<file path="src/rtl/fpm_pkg.sv">
package fpm_pkg;

  typedef enum logic [2:0] {
    OP_NOP, OP_READ, OP_ODIS, OP_PROG, OP_PVER, OP_ERASE, OP_EVER, OP_INH
  } fpm_op_e;

  localparam logic [1:0] SUP_NORM  = 2'd0;
  localparam logic [1:0] SUP_PROG  = 2'd1;
  localparam logic [1:0] SUP_ERASE = 2'd2;
  localparam logic [15:0] SEC_ADDR = 16'hFFFF;

  function automatic fpm_op_e fpm_decode_f(
    input logic       qual,
    input logic [3:0] ctl,
    input logic       ce_n,
    input logic       oe_n,
    input logic [1:0] sup,
    input logic       a0,
    input logic [7:0] din
  );
    fpm_op_e op;
    logic hv;
    op = OP_NOP;
    hv = (sup == SUP_PROG) || (sup == SUP_ERASE);
    if (qual && ctl[3:1] == 3'b000) begin
      if (ce_n && oe_n && hv) begin
        op = OP_INH;
      end else if (!ctl[0]) begin
        unique case ({ce_n, oe_n, sup})
          {2'b00, SUP_NORM}: op = OP_READ;
          {2'b01, SUP_NORM}: op = OP_ODIS;
          {2'b01, SUP_PROG}: op = OP_PROG;
          {2'b10, SUP_PROG}: op = OP_PVER;
          default:           op = OP_NOP;
        endcase
      end else if (sup == SUP_ERASE) begin
        if (!ce_n && oe_n && !a0 && din == 8'hFF) op = OP_ERASE;
        else if (ce_n && !oe_n)                   op = OP_EVER;
      end
    end
    return op;
  endfunction

  function automatic logic [7:0] sec_merge_f(input logic [7:0] old, input logic [7:0] nw);
    return old & nw;
  endfunction

endpackage

</file>
<file path="src/rtl/fpm_decode.sv">
module fpm_decode
  import fpm_pkg::*;
(
  input  logic       pm_rst,
  input  logic       pm_ale,
  input  logic       pm_psen_n,
  input  logic [3:0] mode_ctl,
  input  logic       ce_n,
  input  logic       oe_n,
  input  logic [1:0] supply,
  input  logic       addr0,
  input  logic [7:0] din,
  output fpm_op_e    op,
  output logic       qualified
);
  assign qualified = pm_rst && !pm_ale && pm_psen_n;
  assign op = fpm_decode_f(qualified, mode_ctl, ce_n, oe_n, supply, addr0, din);
endmodule

</file>
<file path="src/rtl/fpm_store.sv">
module fpm_store
  import fpm_pkg::*;
#(
  parameter int DEPTH = 256,
  parameter int DW    = 8
) (
  input  logic          clk,
  input  logic          rst_n,
  input  fpm_op_e       op,
  input  logic [15:0]   addr,
  input  logic [DW-1:0] din,
  output logic [DW-1:0] rd_byte,
  output logic [DW-1:0] sec_q,
  output logic          wr_pulse,
  output logic          er_pulse
);
  localparam int AW = (DEPTH > 1) ? $clog2(DEPTH) : 1;

  logic [DW-1:0] mem [DEPTH];
  fpm_op_e       op_prev;
  logic          is_sec;
  logic [AW-1:0] idx;

  assign is_sec   = (addr == SEC_ADDR);
  assign idx      = addr[AW-1:0];
  assign wr_pulse = (op == OP_PROG)  && (op_prev != OP_PROG);
  assign er_pulse = (op == OP_ERASE) && (op_prev != OP_ERASE);
  assign rd_byte  = is_sec ? sec_q : mem[idx];

  always_ff @(posedge clk) begin
    if (!rst_n) op_prev <= OP_NOP;
    else        op_prev <= op;
  end

  always_ff @(posedge clk) begin
    if (!rst_n) begin
      sec_q <= '1;
    end else if (er_pulse) begin
      sec_q <= '1;
    end else if (wr_pulse && is_sec) begin
      sec_q <= sec_merge_f(sec_q, din);
    end
  end

  for (genvar g = 0; g < DEPTH; g++) begin : g_cell
    always_ff @(posedge clk) begin
      if (!rst_n || er_pulse) begin
        mem[g] <= '1;
      end else if (wr_pulse && !is_sec && idx == AW'(g)) begin
        mem[g] <= din;
      end
    end
  end
endmodule

</file>
<file path="src/rtl/flash_prog_ctrl.sv">
module flash_prog_ctrl
  import fpm_pkg::*;
#(
  parameter int DEPTH = 256
) (
  input  logic        clk,
  input  logic        rst_n,
  input  logic        pm_rst,
  input  logic        pm_ale,
  input  logic        pm_psen_n,
  input  logic [3:0]  mode_ctl,
  input  logic        ce_n,
  input  logic        oe_n,
  input  logic [1:0]  supply,
  input  logic [15:0] addr,
  input  logic [7:0]  din,
  output logic [7:0]  dout,
  output logic        dout_en
);
  fpm_op_e    op;
  logic       qualified;
  logic [7:0] rd_byte;
  logic [7:0] sec_q;
  logic       wr_pulse;
  logic       er_pulse;

  fpm_decode u_dec (
    .pm_rst(pm_rst), .pm_ale(pm_ale), .pm_psen_n(pm_psen_n),
    .mode_ctl(mode_ctl), .ce_n(ce_n), .oe_n(oe_n), .supply(supply),
    .addr0(addr[0]), .din(din), .op(op), .qualified(qualified)
  );

  fpm_store #(.DEPTH(DEPTH), .DW(8)) u_store (
    .clk(clk), .rst_n(rst_n), .op(op), .addr(addr), .din(din),
    .rd_byte(rd_byte), .sec_q(sec_q), .wr_pulse(wr_pulse), .er_pulse(er_pulse)
  );

  assign dout_en = (op == OP_READ) || (op == OP_PVER) || (op == OP_EVER);
  assign dout    = dout_en ? rd_byte : 8'h00;
endmodule

</file>
<file path="config.mk">
export PLATFORM = sky130hd
export DESIGN_NAME = flash_prog_ctrl
export DESIGN_NICKNAME = d
export VERILOG_FILES = /design/src/rtl/fpm_pkg.sv /design/src/rtl/fpm_decode.sv /design/src/rtl/fpm_store.sv /design/src/rtl/flash_prog_ctrl.sv
export SDC_FILE = /design/constraint.sdc
export NUM_CORES = 2
export LEC_CHECK = 0
export ABC_AREA = 1
export BUFFER_PORTS_ARGS = -buffer_cell sky130_fd_sc_hd__buf_2
export CAP_MARGIN = 40
export CORE_MARGIN = 2
export CORE_UTILIZATION = 35
export CTS_BUF_LIST = sky130_fd_sc_hd__clkbuf_4 sky130_fd_sc_hd__clkbuf_8 sky130_fd_sc_hd__clkbuf_16
export CTS_CLUSTER_SIZE = 40
export DETAILED_ROUTE_END_ITERATION = 10
export GPL_ROUTABILITY_DRIVEN = 0
export PLACE_DENSITY = 0.58
export REMOVE_ABC_BUFFERS = 1
export SYNTH_ARGS = -nofsm -noshare
export SYNTH_HDL_FRONTEND = slang
export SYNTH_SLANG_ARGS = --single-unit
</file>
<file path="constraint.sdc">
create_clock -name clk -period 6.15 [get_ports clk]
set_clock_uncertainty 0.15 [all_clocks]
set_input_delay 0.615 -clock clk [delete_from_list [all_inputs] [get_ports clk]]
set_output_delay 0.615 -clock clk [all_outputs]
set_load 0.02 [all_outputs]
</file>
==> summary.md <==
| Metric | Value |
|---|---|
| Status | `finished clean` |
| Via density | `5.65` |
| Setup TNS | `0 ns` |
| IO buf count | `45` |
| Fillers | `29800` |
| CP Capture Type | `output port` |
| Layout cells sized above 1 | `0.0876` |
| H-tree lvl count | `4` |
| Clock sinks | `2059` |
| DP Area | `112000 um2` |
| First-pass GRT wire length | `554000 um` |
| Initial antenna violation count | `18` |
| Number of synthesized register bits | `2059` |
| Total global routing overflow | `0` |
| Initial Util | `0.352` |
| Overall die area | `309000 um2` |
| First drt pass iteration count | `7` |
| Post-synth top area share | `0.577` |
| Worst stage delay on the critical path | `0.47 ns` |
| TritonCTS clock tree | `built` |
| WS Path Type | `input port to output port` |
| Hold buffer count at cts | `12` |
| Clock-pin slew on the worst setup and hold paths | `0.06 ns` |
| DRT antenna net count | `0` |
| Vias in the first global route | `83200` |
| Die H | `556 um` |
| Largest cells by area after synthesis | `edfxtp_1 58%, nand4_1 12%, nand2_1 12%` |
| Simple-gate area share of the yosys netlist | `0.288` |
| Most common library cells after synthesis | `3267 x nand2_1, 2052 x nand4_1, 2048 x edfxtp_1, 1409 x nor2_1, 986 x inv_1` |
| Width of the die | `556 um` |
| WL/cell | `23.9 um` |
| Pwr dens | `268 nW/um2` |
| Drc violations | `0` |
| Top-count cell post-synth | `nand2_1` |
| Final Cell Area | `119000 um2` |
| Via count | `88800` |
| Timing-limited maximum frequency | `172 MHz` |
| Fin. max-slew vios | `0` |
| Rows | `202` |
| CP startpoint kind | `input port` |
| Largest family of logic cells by synthesized area | `simple AND/OR/NAND/NOR gates` |
| CTS Buf Count | `228` |
| Critical Path RT | `5.38 ns` |
| Syn-to-layout area delta | `11.5%` |
| Crit-path max FO | `64` |
| Multi-input combinational cell area | `35600 um2` |
| Slew HR | `0.258` |
| Cts repair resizes | `0` |
| Clock root buffer | `clkbuf_16` |
| Largest net degree at the start of global routing | `160` |
| DR iter-0 viols | `11400` |
| Fin nets | `11600` |
| RSZ-0062 raised after global routing | `false` |
| Setup violators final | `0` |
| Worst reg2reg setup slack | `2.53 ns` |
| Synth Area in Adders | `0.000352` |
| Maximum clock path buffer count | `4` |
| XOR/XNOR Fraction of Synth Area | `0` |
| WHS Path Cells | `5` |
| Syn_area_per_cell | `8.83 um2` |
| DP Wirelength | `209000 um` |
| Cell taking the most area after synthesis | `edfxtp_1` |
| Register area share after synthesis | `0.579` |
| Hold Fails Final Rpt | `0` |
| Total GRT Usage | `0.235` |
| Clk Latency, worst-skew pair | `0.89 ns` |
| Crit-path slowest cell | `buf_8` |
| Static leakage | `45.5 nW` |
| Final period util | `0.946` |
| Register area | `61700 um2` |
| Predominant post-synthesis flop cell | `edfxtp_1` |
| Compound-Gate Fraction of Synth Area | `0.0434` |
| Worst IR Drop VDD | `0.216 mV` |
| Post-synth EDFFs | `2048` |
| Crit path DAT | `5.05 ns` |
| Synthesis Warnings | `0` |
| Routed WL | `375000 um` |
| Worst-Margin Slew | `1.11 ns` |
| Post-Syn Area | `107000 um2` |
| Setup Buffers After CTS | `0` |
| Boundary Pins | `46` |
| Worst Reg-to-Reg Cells | `10` |
| Post-Syn Instances | `12100` |
| Number of max-cap violations | `0` |
| Async set-reset flop share out of synthesis | `0` |
| Hold Crit Class | `input port to register` |
| Cell Chain, Critical Path | `buf_8, buf_4, buf_12, buf_12, nor2_1, o21ai_0, nand2_1, nand2_1, nand2_1, nor2_1, nor2_1, nor2_1, nand2_1, nand2_1, nand2_1, nor2_1, nor2_1, nor2_1, buf_2` |
| Cell mode on critical path | `nor2_1` |
| Post-synth cell types | `28` |
| Post-synthesis mux area share | `0` |
| Floorplan Core Area | `303000 um2` |
| Minimum clock period after layout | `5.82 ns` |
==> kinds of logic after synthesis <==
family                     count (synthesis)
adders and majority gates                  3
AOI/OAI and AO/OA                        872
DFF                                     2059
buffers and inverters                   2365
and+or+nand+nor                         6775
==> sequential cells by signal (all words and copies together), names as in the netlist <==
register         flops
u_store.sec_q        8
u_store.op_prev      3
u_store.mem       2048
==> report_power, final <==
part           switching [mW]  leakage (nW)  internal, mW
registers              0.0935          17.3          15.7
logic                    2.26          24.7         0.601
clock network            5.75          3.47          7.40
total                    8.10          45.5          23.7
==> through the flow <==
stage	utilization	hold slack (ns)	total power [mW]	worst slack (ns)	cells
finish	0.392	0.112	31.8	0.335	15700
floorplan	-	0.283	17.8	-37.46	10700
detailed placement	0.369	0.297	18.9	0.433	15300
global placement	0.367	0.291	18.9	0.455	15200
CTS	0.392	0.0564	31.9	0.432	15700
global route	0.392	0.108	32.6	0.291	15700
==> layer usage <==
| layer | track usage | routed length [um] | vias to the layer above |
|---|---|---|---|
| li1 | - | - | 40400 |
| met1 | 0.320 | 153000 | 43400 |
| met2 | 0.377 | 175000 | 4341 |
| met3 | 0.0390 | 33100 | 661 |
| met4 | 0.0834 | 13900 | 6 |
| met5 | 0 | 32 | - |
==> placed cells by master, fill, tap and decap left out, types with 9 or more instances in the layout <==
cell type      Yosys  routed
nand2_1         3267    3266
nand4_1         2052    2052
edfxtp_1        2048    2048
nor2_1          1409    1385
inv_1            986     962
o21ai_0          773     773
buf_4             35     430
clkbuf_16          0     231
o21bai_1          96      96
buf_12             0      93
buf_2            399      80
clkbuf_4           0      67
clkinv_1           1      51
nor2_4             0      35
clkinv_2           0      25
nand3_1           20      20
inv_2              2      15
diode_2            0      14
dlygate4sd3_1      0      12
dfxtp_1           11      11
inv_8              0      10
buf_16             0       9
==> final cells by class <==
class	instances	area share
antenna	14	0.000295
timing repair buffer	626	0.0495
sequential	2059	0.519
inverter	989	0.0319
multi-input combinational	7650	0.299
clock inverter	88	0.00482
clock buffer	301	0.0532
tap	3978	0.0419
==> worst max-delay path, delay by kind of cell <==
kind,cells,cell delay (ns)
and+or+nand+nor,13,2.43
buffers and inverters,5,1.61
AOI/OAI and AO/OA,1,0.16
==> path summary, 6_finish.rpt <==
path / end / from
max: dout[1] / addr[0]
min: u_store.op_prev[0]$_SDFF_PN0_ / oe_n
max reg2reg: u_store.mem[108][0]$_SDFFCE_PN1P_ / u_store.op_prev[0]$_SDFF_PN0_
min reg2reg: u_store.sec_q[0]$_SDFFE_PP1P_ / u_store.sec_q[0]$_SDFFE_PP1P_
Power figures use the tool's default switching activity.
